**config.mk**
```make
export PLATFORM = sky130hd
export DESIGN_NAME = pwb_ctrl
export DESIGN_NICKNAME = d
export VERILOG_FILES = /design/src/rtl/pwb_pkg.sv /design/src/rtl/pwb_page_buf.sv /design/src/rtl/pwb_timer.sv /design/src/rtl/pwb_ctrl.sv
export SDC_FILE = /design/constraint.sdc
export NUM_CORES = 1
export LEC_CHECK = 0
export BUFFER_PORTS_ARGS = -buffer_cell sky130_fd_sc_hd__clkbuf_2
export CORE_MARGIN = 4
export CORE_UTILIZATION = 45
export CTS_CLUSTER_DIAMETER = 30
export DETAILED_ROUTE_END_ITERATION = 7
export GPL_TIMING_DRIVEN = 0
export PLACE_DENSITY = 0.71
export SYNTH_ARGS = -nofsm -noshare
export SYNTH_HDL_FRONTEND = slang
export SYNTH_SLANG_ARGS = --single-unit
```
**constraint.sdc**
```tcl
create_clock -name clk -period 2.8 [get_ports clk]
set_input_delay 0.84 -clock clk [delete_from_list [all_inputs] [get_ports clk]]
set_output_delay 0.84 -clock clk [all_outputs]
set_load 0.03 [all_outputs]
```
**src/rtl/pwb_pkg.sv**
```systemverilog
package pwb_pkg;
    typedef logic [7:0] pwb_byte_t;

    typedef enum logic [1:0] {
        PH_IDLE = 2'd0,
        PH_FILL = 2'd1,
        PH_PROG = 2'd2
    } pwb_phase_e;
endpackage

```
**src/rtl/pwb_page_buf.sv**
```systemverilog
module pwb_page_buf #(
    parameter int PAGE_BYTES = 32,
    localparam int OFF_W = $clog2(PAGE_BYTES)
) (
    input  logic             clk,
    input  logic             rst_n,
    input  logic             clr_i,
    input  logic             wr_en_i,
    input  logic [OFF_W-1:0] wr_off_i,
    input  pwb_pkg::pwb_byte_t wr_data_i,
    input  logic [OFF_W-1:0] rd_off_i,
    output pwb_pkg::pwb_byte_t rd_data_o,
    output logic             rd_vld_o,
    output logic [PAGE_BYTES-1:0] mask_o
);
    typedef struct packed {
        logic [PAGE_BYTES-1:0][7:0] data;
        logic [PAGE_BYTES-1:0]      mask;
    } buf_t;

    buf_t s_d, s_q;

    always_comb begin
        s_d = s_q;
        if (clr_i) begin
            s_d.mask = '0;
        end else if (wr_en_i) begin
            s_d.data[wr_off_i] = wr_data_i;
            s_d.mask[wr_off_i] = 1'b1;
        end
    end

    always_ff @(posedge clk or negedge rst_n) begin
        if (!rst_n) s_q <= '0;
        else        s_q <= s_d;
    end

    assign rd_data_o = s_q.data[rd_off_i];
    assign rd_vld_o  = s_q.mask[rd_off_i];
    assign mask_o    = s_q.mask;


    mask_clear_chk: assert property (@(posedge clk) disable iff (!rst_n)
        clr_i |=> (mask_o == '0));


    byte_stored_chk: assert property (@(posedge clk) disable iff (!rst_n)
        (wr_en_i && !clr_i) |=> (s_q.mask[$past(wr_off_i)] && s_q.data[$past(wr_off_i)] == $past(wr_data_i)));
endmodule

```
**src/rtl/pwb_timer.sv**
```systemverilog
module pwb_timer #(
    parameter int WRITE_CYCLES = 250000,
    localparam int CNT_W = $clog2(WRITE_CYCLES + 1)
) (
    input  logic             clk,
    input  logic             rst_n,
    input  logic             launch_i,
    output logic             busy_o,
    output logic             last_o,
    output logic [CNT_W-1:0] step_o
);
    typedef struct packed {
        logic             busy;
        logic [CNT_W-1:0] cnt;
    } tmr_t;

    tmr_t t_d, t_q;

    always_comb begin
        t_d = t_q;
        if (t_q.busy) begin
            if (t_q.cnt == CNT_W'(WRITE_CYCLES - 1)) begin
                t_d.busy = 1'b0;
                t_d.cnt  = '0;
            end else begin
                t_d.cnt = t_q.cnt + CNT_W'(1);
            end
        end else if (launch_i) begin
            t_d.busy = 1'b1;
            t_d.cnt  = '0;
        end
    end

    always_ff @(posedge clk or negedge rst_n) begin
        if (!rst_n) t_q <= '0;
        else        t_q <= t_d;
    end

    assign busy_o = t_q.busy;
    assign step_o = t_q.cnt;
    assign last_o = t_q.busy && (t_q.cnt == CNT_W'(WRITE_CYCLES - 1));


    launch_busy_chk: assert property (@(posedge clk) disable iff (!rst_n)
        (launch_i && !busy_o) |=> (busy_o && step_o == '0));


    last_drop_chk: assert property (@(posedge clk) disable iff (!rst_n)
        last_o |=> !busy_o);


    busy_hold_chk: assert property (@(posedge clk) disable iff (!rst_n)
        (busy_o && !last_o) |=> busy_o);
endmodule

```
**src/rtl/pwb_ctrl.sv**
```systemverilog
module pwb_ctrl #(
    parameter int ADDR_W       = 13,
    parameter int PAGE_BYTES   = 32,
    parameter int WRITE_CYCLES = 250000,
    localparam int OFF_W  = $clog2(PAGE_BYTES),
    localparam int PAGE_W = ADDR_W - OFF_W,
    localparam int CNT_W  = $clog2(WRITE_CYCLES + 1)
) (
    input  logic              clk,
    input  logic              rst_n,
    input  logic              start_i,
    input  logic [ADDR_W-1:0] addr_i,
    input  logic              byte_vld_i,
    input  logic [7:0]        byte_i,
    input  logic              commit_i,
    input  logic              partial_i,
    input  logic              allow_i,
    output logic              busy_o,
    output logic              wel_clr_o,
    output logic              mem_we_o,
    output logic [ADDR_W-1:0] mem_addr_o,
    output logic [7:0]        mem_data_o
);
    import pwb_pkg::*;

    typedef struct packed {
        pwb_phase_e        phase;
        logic [PAGE_W-1:0] page;
        logic [OFF_W-1:0]  ptr;
    } ctl_t;

    ctl_t c_d, c_q;

    logic                  buf_clr, buf_wr, launch;
    logic                  tmr_last, tmr_busy;
    logic [CNT_W-1:0]      tmr_step;
    logic [PAGE_BYTES-1:0] mask;
    logic                  rd_vld;
    pwb_byte_t             rd_data;
    logic                  walk;

    always_comb begin
        c_d     = c_q;
        buf_clr = 1'b0;
        buf_wr  = 1'b0;
        launch  = 1'b0;
        unique case (c_q.phase)
            PH_IDLE, PH_FILL: begin
                if (start_i) begin
                    c_d.phase = PH_FILL;
                    c_d.page  = addr_i[ADDR_W-1:OFF_W];
                    c_d.ptr   = addr_i[OFF_W-1:0];
                    buf_clr   = 1'b1;
                end else if (c_q.phase == PH_FILL) begin
                    buf_wr = byte_vld_i;
                    if (byte_vld_i) c_d.ptr = c_q.ptr + OFF_W'(1);
                    if (commit_i) begin
                        if (allow_i && !partial_i && (byte_vld_i || mask != '0)) begin
                            launch    = 1'b1;
                            c_d.phase = PH_PROG;
                        end else begin
                            buf_clr   = 1'b1;
                            c_d.phase = PH_IDLE;
                        end
                    end
                end
            end
            PH_PROG: begin
                if (tmr_last) begin
                    buf_clr   = 1'b1;
                    c_d.phase = PH_IDLE;
                end
            end
            default: c_d.phase = PH_IDLE;
        endcase
    end

    always_ff @(posedge clk or negedge rst_n) begin
        if (!rst_n) c_q <= '{phase: PH_IDLE, page: '0, ptr: '0};
        else        c_q <= c_d;
    end

    pwb_page_buf #(.PAGE_BYTES(PAGE_BYTES)) u_buf (
        .clk       (clk),
        .rst_n     (rst_n),
        .clr_i     (buf_clr),
        .wr_en_i   (buf_wr),
        .wr_off_i  (c_q.ptr),
        .wr_data_i (byte_i),
        .rd_off_i  (tmr_step[OFF_W-1:0]),
        .rd_data_o (rd_data),
        .rd_vld_o  (rd_vld),
        .mask_o    (mask)
    );

    pwb_timer #(.WRITE_CYCLES(WRITE_CYCLES)) u_tmr (
        .clk      (clk),
        .rst_n    (rst_n),
        .launch_i (launch),
        .busy_o   (tmr_busy),
        .last_o   (tmr_last),
        .step_o   (tmr_step)
    );

    assign walk       = tmr_busy && (tmr_step < CNT_W'(PAGE_BYTES));
    assign busy_o     = tmr_busy;
    assign wel_clr_o  = tmr_last;
    assign mem_we_o   = walk && rd_vld;
    assign mem_addr_o = {c_q.page, tmr_step[OFF_W-1:0]};
    assign mem_data_o = rd_data;


    mask_frozen_chk: assert property (@(posedge clk) disable iff (!rst_n)
        (tmr_busy && !tmr_last) |=> $stable(mask));


    page_fixed_chk: assert property (@(posedge clk) disable iff (!rst_n)
        (c_q.phase == PH_FILL && !start_i) |=> (c_q.page == $past(c_q.page)));


    no_early_write_chk: assert property (@(posedge clk) disable iff (!rst_n)
        (c_q.phase != PH_PROG) |-> !mem_we_o);


    prog_phase_chk: assert property (@(posedge clk) disable iff (!rst_n)
        (c_q.phase == PH_PROG) |-> tmr_busy);
endmodule

```
After elaboration in Yosys (flattened, before gate mapping). Index checks and enable logic that the tools add are counted.

Equal/unequal tests: 6. Reductions and logical operators: 19. Multiplexer cells: 38. $lt $le $gt $ge: 4. Bitwise operators: 2. Add/subtract/negate cells: 2.

Operators by type and width (count): 256-bit bitwise mux (1); 32-bit 2-to-1 mux (2); 8-bit binary-select mux with 5-bit select (1); 8-bit demux with 5-bit select (1); 19-bit 2-to-1 mux (2); 32-bit bitwise OR (1); 32-bit nonzero test (1); 18-bit by 1-bit adder with 18-bit output (second input constant) (1); 18-bit == test (second input constant) (1); 18-bit by 6-bit < comparator with 1-bit output (second input constant) (1); 18-bit 2-to-1 mux (1); 1-bit 2-to-1 mux (16); 8-bit 2-to-1 mux (2); 5-bit 2-to-1 mux (3); 5-bit by 6-bit < comparator with 1-bit output (second input constant) (2); 2-bit 2-to-1 mux (5); 2-bit nonzero test (4); 1-bit logical AND (6); 3-bit != test (second input constant) (2); 3-bit AND reduction (2); 5-bit by 1-bit adder with 5-bit output (second input constant) (1); 1-bit binary-select mux with 5-bit select (1); 1-bit demux with 5-bit select (1); 5-bit by 1-bit greater-or-equal comparator with 1-bit output (second input constant) (1); 11 further kinds (12).

Input bits: 28. Register bits: 322.

Longest topological paths before layout. Gate-level depths: netlist of run 1.

Depth in word-level cells: 10. Gate-level depth with buffers: 8.

Modules after synthesis. Synthesis of run 1 repeated with hierarchy kept, for this count alone.

Cells, all modules: 1062. Area total of the unflattened synthesis: 15403.5 µm².

Modules (own cells, without submodules): pwb_page_buf (area each 13254.0 µm², cells an instance 829, instances 1); pwb_timer (area each 1169.9 µm², cells an instance 129, instances 1); pwb_ctrl (area each 979.7 µm², cells an instance 104, instances 1).

Worst setup path before layout of run 1. OpenSTA, ideal clock, no wires.

Path kind: register to output. From: register u_tmr.t_q, in the netlist u_tmr.step_o[0]. To: output port mem_we_o. Cell stages (with the launch flop): 9. Setup slack: -0.184 ns. Required time: 1.960 ns. Data arrival time: 2.144 ns. Cells stage by stage: dfrtp_1 > buf_2 > buf_6 > buf_4 > mux4_2 > mux2i_1 > o21ai_0 > a21oi_1 > nor3_1.

Word-level cells in the longest chain between the ends: 3.

Ends and longest elaborated chain: from (decl) (RTL line pwb_timer.sv:17) `tmr_t t_d, t_q;`; from (signal assigned) (RTL line pwb_timer.sv:36) `else t_q <= t_d;`; 18-bit by 6-bit < comparator with 1-bit output or 1-bit binary-select mux with 5-bit select (tied branches) (RTL line pwb_ctrl.sv:105, pwb_page_buf.sv:39); 1-bit logical AND or 1-bit 2-to-1 mux (tied branches) (RTL line pwb_ctrl.sv:105, pwb_page_buf.sv:39); 1-bit logical AND * (RTL line pwb_ctrl.sv:108) `assign mem_we_o = walk && rd_vld;`; to (decl) (RTL line pwb_ctrl.sv:20) `output logic mem_we_o,`.

Mark *: on every way between the ends. The rest lies on a longest branch, timed or not. The select of a mux whose other input is x is not followed.

Final worst setup path of run 1.
From: register u_tmr.t_q, in the netlist u_tmr.step_o[0]. To: output port mem_data_o[1].

Word-level cells in the longest chain between the ends: 2.

Ends and longest elaborated chain: 8-bit binary-select mux with 5-bit select (RTL line pwb_page_buf.sv:38) `assign rd_data_o = s_q.data[rd_off_i];`; 8-bit 2-to-1 mux (not written as such) (RTL line pwb_page_buf.sv:38); to (decl) (RTL line pwb_ctrl.sv:22) `output logic [7:0] mem_data_o`.

No other way between the ends. The select of a mux whose other input is x is not followed.

==> flow_summary.yaml, run 1 <==
worst_setup_path:
  r2r_cells: 6
  r2r_start: "c_q[0]"
  reg2reg_to: "u_buf.s_q[150]"
  crit_path_end_kind: "output pin"
  crit_type: "reg2out"
  critPathLaunch: "u_tmr.step_o[0]"
  arrival_ns: 2.76
  r2r_setup_slack_ns: 0.12
  path_max_fanout: 6
  required_ns: 1.96
  cp-start-kind: "flop"
clocking:
  cts_max_level: 3
  insertion_delay_ns: 0.56
  clk_pin_slew_ns: 0.05
  ctsHoldBuffers: 0
  clockBufferDepth: 3
  clockRootBuffer: "clkbuf_16"
  cts_tree: "yes"
  cts_buffers: 70
  cts.sinks: 322
drt:
  drtPass1Iterations: 6
  drcViolationCount: 0
  routed_wl_um: 36900
  viasPerCell: 5.72
  drtIter0Drc: 584
  drtAntennaViolNets: 0
  num_vias: 9758
  wire_per_inst_um: 21.7
timing:
  drv_slew: 0
  finalWorstSetupSlack_ns: -0.797
  period_share_pct: 128
  max_freq_mhz: 278
  finalSetupViolCount: 10
  clock_skew_ns: 0.0326
  slew_headroom_pct: 49.7
  fin_crit_ns: 3.60
  final-hold-violation-count: 0
  hold_ws_ns: 0.193
  rsz0062_at_grt: "true"
  tightest_slew_ns: 0.752
hold_path:
  hold_path_class: "in2async"
die:
  die_area_sq_um: 37100
  core_area_sq_um: 33600
  initial_core_util_pct: 45.6
  dieWidth_um: 193
  rows: 67
  fp.dieH_um: 193
  ios: 52
yosys:
  synth_area_sq_um: 15300
  yosysWarnings: 0
  synth-main-ff-cell: "dfrtp_1"
  synth_edf_count: 0
  synthArstFlopShare_pct: 100
  syn_inst: 1065
  syn_area_per_cell_sq_um: 14.4
  synth-seq-cells: 322
  yosysTopAreaCell: "dfrtp_1"
  netlist.area_leader.share_pct: 52.5
  yosysSeqAreaShare_pct: 52.5
  yosys-top-cells-area: "dfrtp_1 (53%), mux2_2 (19%), mux4_2 (12%)"
  synth.distinct_cells: 51
  syn-num-nets: 1098
power_and_ir_drop:
  powerDensity_nw_per_um2: 997
  power_uw: 19200
  vdd_drop_max_mv: 0.416
  p_leak_uw: 0.00896
placed_design:
  post-place-ws_ns: -0.653
  dpl.cell_count: 1567
  post-dp-hpwl_um: 24500
  gp_congestion: 0.826
  portBuffers: 51
grt:
  antenna_found_initial: 0
  grt_overflow: 0
  grt_pass1_wl_um: 58900
  gr-usage-met1_pct: 27.6
  grt_start_max_net_pins: 118
  grt_pass1_vias: 10500
  grtUsageMet3_pct: 4.40
  gr-max-usage-layer: "met2"
  grt_usage_pct: 20.5
  grt.met2_usage_pct: 33.7
cells_and_area:
  final_cell_mix: "dfrtp_1 (320), mux2_2 (265), mux4_2 (81)"
  final_net_count: 1234
  finalNonFillerCells: 1705
  final_common_cell: "dfrtp_1"
  syn2layout_area_growth_pct: 25.4
  antenna_cells: 0
  drive_gt1_share_pct: 50.2
outcome:
  violations: "negative setup slack"
  status: "finished, violations left"
run:
  cap_violations: 0
[logic make-up (layout without fill, tap and decap cells)]
kind of cell,count (synthesis),count (layout),synth area share (%)
compound gates,99,99,4.11
xor+xnor,2,2,0.114
fa+ha+maj,5,5,0.408
buf+inv,96,288,3.24
flops,322,322,52.5
mux,366,366,32.6
simple gates,175,175,6.96
[critical path: stages, from the launching register on]
cell,delay (ns)
dfrtp_2,0.41
buf_12,0.17
clkbuf_16,0.18
mux4_2,0.52
mux4_2,0.51
o21a_1,0.24
buf_8,0.15
[cell type report]
class | instances | area, sq um
Buffer | 84 | 574
Fill cell | 2590 | 14400
Inverter | 12 | 45.0
Tap cell | 448 | 561
Sequential cell | 322 | 8060
Timing Repair Buffer | 64 | 551
Multi-Input combinational cell | 647 | 6830
Clock buffer | 90 | 1980
Clock inverter | 38 | 633
[per-stage QoR]
step                      utilization (%)  setup TNS, ns  instance area [sq um]
after floorplan                         -              0                  15300
after global placement               48.1       -1954.37                  16200
after detailed placement             48.4          -5.31                  16300
after CTS                            56.9          -7.72                  19100
after global routing                 57.2          -8.06                  19200
final                                57.2          -7.45                  19200
[metal layers]
metal / up-vias / share of wire [%]
li1: 4274 / -
met1: 5144 / 43
met2: 292 / 50
met3: 48 / 5.7
met4: 0 / 1.5
met5: - / 0
[registers in the layout (all words and copies together) (netlist names)]
register and flops:
mem_addr_o 8, u_tmr.busy_o 1, u_tmr.step_o 18, u_buf.s_q 256, c_q 7, u_buf.mask_o 32
[worst max path at each step]
stage | endpoint | depth (start not counted) | slack (ns)
floorplan | mem_data_o[0] | 5 | 0.03
global placement | u_buf.s_q[158] | 1 | -6.08
detailed placement | mem_data_o[1] | 8 | -0.65
CTS | mem_data_o[7] | 6 | -0.82
global route | mem_data_o[3] | 6 | -0.84
finish | mem_data_o[1] | 6 | -0.80
[Yosys cell counts, types with 16 or more instances]
cell      instances
nand3_2          34
clkbuf_1         36
a21oi_1          48
mux2_2          265
mux2i_1          20
buf_4            21
dfrtp_1         322
nand2_1          22
mux4_2           81
buf_2            16
nor2_1           46
[power by group]
part / internal, uW / switching [uW] / leakage, uW
clock network: 6380 / 2630 / 0.00126
registers: 5320 / 436 / 0.00441
logic: 2150 / 2240 / 0.00330
[timing repair]
item                       4_1_cts  5_1_grt
setup endpoints to repair       10       10
hold endpoints to repair         0        0
pin swaps                        2        2
gates resized for setup         48       27
gates cloned                     0        2
buffers inserted                 8        0
Note: power is estimated with default switching activity, not from simulation.
==> run 2: changes to the inputs <==
- RECOVER_POWER: default -> 100
==> run 2 against run 1 <==
Net effect:
- the run ends with max-capacitance violations, max-slew violations, negative setup slack left
- routed wire length increased by 0.29%
- cell count unchanged
- total power decreased by 0.31%
- critical path depth unchanged
- clock skew decreased by 0.0018 ns
- non-clock buffer count unchanged
- global-route usage unchanged
- die area unchanged
- critical path type unchanged
- critical endpoint is now mem_data_o[0]
- largest cell class unchanged
==> flow_summary.yaml, run 2 (synthesis results as in run 1) <==
timing:
  finalWorstSetupSlack_ns: -0.787
  max_freq_mhz: 279
  period_share_pct: 128
  rsz0062_at_grt: "true"
  final-hold-violation-count: 0
  drv_slew: 32
  finalSetupViolCount: 127
  tightest_slew_ns: 1.72
  clock_skew_ns: 0.0308
  fin_crit_ns: 3.59
  slew_headroom_pct: -15.0
clocking:
  cts_tree: "yes"
  ctsHoldBuffers: 0
  clockRootBuffer: "clkbuf_16"
  cts.sinks: 322
  clockBufferDepth: 3
  cts_max_level: 3
  cts_buffers: 70
  clk_pin_slew_ns: 0.05
  insertion_delay_ns: 0.56
cells_and_area:
  final_cell_mix: "dfrtp_1 (320), mux2_2 (264), mux4_2 (81)"
  final_common_cell: "dfrtp_1"
  final_net_count: 1234
  drive_gt1_share_pct: 46.3
  utilization_pct: 56.5
  largest_reg_flops: 256
  regMostFlops: "u_buf.s_q"
  antenna_cells: 0
  post-route-cell-area_sq_um: 19000
  syn2layout_area_growth_pct: 23.9
power_and_ir_drop:
  p_int_uw: 13800
  powerDensity_nw_per_um2: 1010
  seqPwrFrac_pct: 30.1
  power_frac_comb_pct: 22.8
  clkPwrFrac_pct: 47.1
  vdd_drop_max_mv: 0.417
  netSwitchingPower_uw: 5280
  swShare_pct: 27.6
  p_leak_uw: 0.00890
worst_setup_path:
  critPathLaunch: "u_tmr.step_o[0]"
  cp.buffers_inverters: 3
  arrival_ns: 2.75
  r2r_start: "u_tmr.step_o[0]"
  path_max_fanout: 6
  required_ns: 1.96
  crit_path_cell_trace: "buf_12 -> buf_12 -> mux4_2 -> mux4_2 -> o21a_1 -> buf_8"
  cp_slowest_cell: "mux4_2"
  path_delay_family: "multiplexers"
  cp-start-kind: "flop"
  crit_path_end_kind: "output pin"
  crit_type: "reg2out"
  slowest_delay_ns: 0.54
grt:
  grt_start_max_net_pins: 118
  grt_pass1_vias: 10500
  grt_overflow: 0
  grt_usage_pct: 20.5
  grt_pass1_wl_um: 58900
  antenna_found_initial: 0
drt:
  drtPass1Iterations: 5
  drcViolationCount: 0
  wire_per_inst_um: 21.7
  num_vias: 9729
  viasPerCell: 5.71
  routed_wl_um: 37000
  drtAntennaViolNets: 0
  drtIter0Drc: 563
die:
  dieWidth_um: 193
  die_area_sq_um: 37100
  core_area_sq_um: 33600
  ios: 52
  fp.dieH_um: 193
  initial_core_util_pct: 45.6
  rows: 67
outcome:
  violations: "max-capacitance violations, max-slew violations, negative setup slack"
  status: "finished, violations left"
placed_design:
  post-dp-hpwl_um: 24500
  post_dp_cell_area_sq_um: 16300
  portBuffers: 51
  gp_congestion: 0.826
hold_path:
  min_from: "u_buf.s_q[183]"
  hold_path_class: "reg2reg"
run:
  cap_violations: 1
-- run 2: cell types whose count changed in the layout (fill, tap and decap cells not counted), sizes merged --
cell / previous run / this run
buf: 63 / 60
clkbuf: 175 / 178
-- run 2: routing by layer --
metal / up-vias / routed length [um] / track usage, %
li1: 4276 / - / -
met1: 5120 / 16000 / 27.6
met2: 281 / 18400 / 33.7
met3: 52 / 2000 / 4.40
met4: 0 / 567 / 5.68
met5: - / 0 / 0
-- run 2: final cells by class --
cell class	count	area [sq um]
Fill cell	2621	14600
Sequential cell	322	8060
Multi-Input combinational cell	647	6660
Clock buffer	90	1980
Clock inverter	38	633
Buffer	84	568
Tap cell	448	561
Timing Repair Buffer	64	504
Inverter	12	45.0
-- run 2: path summary, 6_finish.rpt --
path / to / slack (ns) / depth (start not counted)
setup / recovery: mem_data_o[0] / -0.79 / 6
hold / removal: u_buf.s_q[183] / 0.49 / 1
setup reg to reg: u_buf.mask_o[16] / -0.09 / 13
hold reg to reg: u_buf.s_q[183] / 0.49 / 1
max in group asynchronous: u_buf.s_q[229] / -0.04 / 3
min in group asynchronous: u_buf.mask_o[6] / 0.75 / 1
-- run 2: repair_timing --
item,4_1_cts,5_1_grt
setup endpoints to repair,10,10
setup buffers,8,0
pin swaps,2,2
cloned,0,2
resized for setup,48,27
-- run 2: metrics by stage --
| stage | instances | TNS [ns] | hold slack [ns] | power (uW) | worst slack [ns] |
|---|---|---|---|---|---|
| CTS | 1703 | -7.72 | 0.183 | 19100 | -0.816 |
| detailed placement | 1567 | -5.31 | 0.487 | 9640 | -0.653 |
| finish | 1705 | -11.07 | 0.495 | 19100 | -0.787 |
| floorplan | 1065 | 0 | 0.474 | 8490 | 0.0254 |
| global placement | 1564 | -1954.37 | 0.481 | 9530 | -6.08 |
| global route | 1705 | -124.74 | 0.510 | 19900 | -0.841 |
-- run 2: power by group through the flow --
| stage | combinational, uW | sequential (uW) | clock (uW) |
|---|---|---|---|
| 2_1_floorplan | 2840 | 5650 | 0 |
| 5_1_grt | 4640 | 5830 | 9410 |
| 3_3_place_gp | 3770 | 5760 | 0 |
| 3_5_place_dp | 3850 | 5790 | 0 |
| 6_report | 4350 | 5750 | 9010 |
| 4_1_cts | 4220 | 5740 | 9130 |
==> run 3: changes to the inputs <==
--- a/config.mk
+++ b/config.mk
@@ -15,2 +15,3 @@
 export RECOVER_POWER = 100
+export SKIP_LAST_GASP = 1
 export SYNTH_ARGS = -nofsm -noshare
--- a/constraint.sdc
+++ b/constraint.sdc
@@ -3,2 +3,2 @@
 set_output_delay 0.84 -clock clk [all_outputs]
-set_load 0.03 [all_outputs]
+set_load 0.05 [all_outputs]
==> run 3 against run 2 <==
Net effect:
- the run still ends with max-capacitance violations, max-slew violations, negative setup slack left
- non-clock buffer count is 2 lower
- fmax is 0.88% lower
- first-iteration DRC count is 14% higher
- routed wire length is 0.18% lower
- clock skew is 0.012 ns lower
- critical endpoint is now mem_data_o[3]
==> flow_summary.yaml, run 3 (synthesis results as in run 1) <==
outcome:
  status: "finished, violations left"
  violations: "max-capacitance violations, max-slew violations, negative setup slack"
worst_setup_path:
  arrival_ns: 2.78
  crit_path_cell_trace: "buf_12 -> clkbuf_16 -> mux4_2 -> mux4_2 -> o21a_2 -> clkbuf_4"
  timing.critical_path.mode_cell: "mux4_2"
  cp.buffers_inverters: 3
  r2r_setup_slack_ns: 0.10
  crit_path_end_kind: "output pin"
  reg2reg_to: "u_buf.mask_o[16]"
  path_delay_family: "multiplexers"
  cp-start-kind: "flop"
  path_max_fanout: 6
  cp_slowest_cell: "mux4_2"
  r2r_start: "u_tmr.step_o[0]"
  crit_type: "reg2out"
  r2r_cells: 9
  required_ns: 1.96
  slowest_delay_ns: 0.52
cells_and_area:
  post-route-cell-area_sq_um: 18800
  drive_gt1_share_pct: 47.6
  final_net_count: 1231
  final_cell_mix: "dfrtp_1 (320), mux2_2 (265), mux4_2 (81)"
  syn2layout_area_growth_pct: 22.3
  antenna_cells: 0
  final_common_cell: "dfrtp_1"
  regMostFlops: "u_buf.s_q"
  largest_reg_flops: 256
timing:
  finalSetupViolCount: 10
  tightest_slew_ns: 1.80
  hold_ws_ns: 0.497
  max_freq_mhz: 276
  fin_setup_tns_ns: -7.47
  clock_skew_ns: 0.0184
  rsz0062_at_grt: "true"
  final-hold-violation-count: 0
  slew_headroom_pct: -20.1
  fin_crit_ns: 3.62
  period_share_pct: 129
  drv_slew: 73
  finalWorstSetupSlack_ns: -0.819
drt:
  routed_wl_um: 37000
  wire_per_inst_um: 21.8
  viasPerCell: 5.74
  num_vias: 9756
  drtIter0Drc: 643
  drtPass1Iterations: 5
  drtAntennaViolNets: 0
  drcViolationCount: 0
power_and_ir_drop:
  swShare_pct: 29.5
  p_leak_uw: 0.00876
  powerDensity_nw_per_um2: 983
  seqPwrFrac_pct: 31.2
  clkPwrFrac_pct: 44.6
  power_frac_comb_pct: 24.3
  vdd_drop_max_mv: 0.641
  netSwitchingPower_uw: 5440
  p_int_uw: 13000
  power_uw: 18500
grt:
  grt_start_max_net_pins: 95
  gr-usage-met1_pct: 28.0
  grt_usage_pct: 20.6
  grt_overflow: 0
  grt.met2_usage_pct: 34.0
  antenna_found_initial: 0
  grt_pass1_vias: 10400
  grtUsageMet3_pct: 4.45
  grt_pass1_wl_um: 59100
  gr-max-usage-layer: "met2"
hold_path:
  hold_depth: 1
  hold_path_class: "reg2reg"
  min_from: "u_buf.s_q[54]"
  hold_end: "u_buf.s_q[54]"
die:
  ios: 52
  dieWidth_um: 193
  initial_core_util_pct: 45.6
  core_area_sq_um: 33600
  fp.dieH_um: 193
  rows: 67
  die_area_sq_um: 37100
clocking:
  cts_max_level: 3
  insertion_delay_ns: 0.55
  clockBufferDepth: 3
  clockRootBuffer: "clkbuf_16"
  ctsHoldBuffers: 0
  cts.sinks: 322
  cts_tree: "yes"
  clk_pin_slew_ns: 0.05
  cts_buffers: 69
placed_design:
  post-dp-hpwl_um: 24900
  post-place-ws_ns: -0.747
  gp_congestion: 0.809
  portBuffers: 51
  post_dp_cell_area_sq_um: 16300
run:
  cap_violations: 1
-- run 3: cell count changes in the layout (fill, tap and decap cells not counted), moves of 2 or more --
cell | previous run | this run
buf_8 | 8 | 3
bufinv_16 | 15 | 8
clkbuf_1 | 61 | 58
clkbuf_16 | 76 | 74
clkinv_2 | 5 | 13
clkinv_4 | 6 | 1
clkinvlp_4 | 6 | 12
nand3_1 | 39 | 29
nand3_2 | 7 | 18
nor3_2 | 3 | 0
nor3_4 | 0 | 3
o21a_1 | 9 | 1
o21a_2 | 0 | 8
-- run 3: per-stage QoR --
stage | instances | utilization (%)
after floorplan | 1065 | -
after global placement | 1564 | 48.1
after detailed placement | 1567 | 48.4
after CTS | 1694 | 56.0
after global routing | 1699 | 55.8
final | 1699 | 55.8
-- run 3: metal layers --
layer	wire length [um]	vias to the layer above
li1	-	4257
met3	2140	62
met1	16000	5186
met2	18200	251
met4	664	0
met5	0	-
-- run 3: how the worst max path moves through the flow --
stage	depth (start not counted)	slack (ns)	end	startpoint
after floorplan	5	0.003	mem_data_o[0]	u_tmr.step_o[0]
after global placement	1	-6.06	u_buf.s_q[133]	rst_n
after detailed placement	7	-0.75	mem_data_o[5]	u_tmr.step_o[1]
after CTS	6	-0.86	mem_data_o[2]	u_tmr.step_o[0]
after global routing	7	-0.87	mem_data_o[3]	u_tmr.step_o[1]
final	6	-0.82	mem_data_o[3]	u_tmr.step_o[0]
-- run 3: timing repair --
action | 4_1_cts | 5_1_grt
buffers inserted | 3 | 3
resized for setup | 39 | 28
setup endpoints to repair | 10 | 10
pin swaps | 2 | 1
gates cloned | 0 | 2
-- run 3: cell type report --
class                      count  area [sq um]
multi-input combinational    647          6710
timing repair buffer          62           440
inverter                      12          45.0
fill                        2667         14800
tap                          448           561
sequential                   322          8060
clock inverter                40           464
clock buffer                  84          1930
buffer                        84           558
-- run 3: power by group through the flow --
stage / combinational [uW] / sequential [uW] / clock (uW)
global placement: 4010 / 5760 / 0
finish: 4480 / 5750 / 8220
floorplan: 3070 / 5650 / 0
CTS: 4310 / 5730 / 8330
global route: 4780 / 5820 / 8610
detailed placement: 4090 / 5790 / 0
-- run 3: worst reg2reg max path, cell delays in order (launching register included) --
cell and delay (ns):
dfrtp_2 0.39, clkbuf_1 0.21, ha_4 0.20, nand3_1 0.14
or4_1 0.46, nor2_1 0.30, clkbuf_1 0.26, a221o_2 0.26
clkbuf_2 0.26, nor2_1 0.09
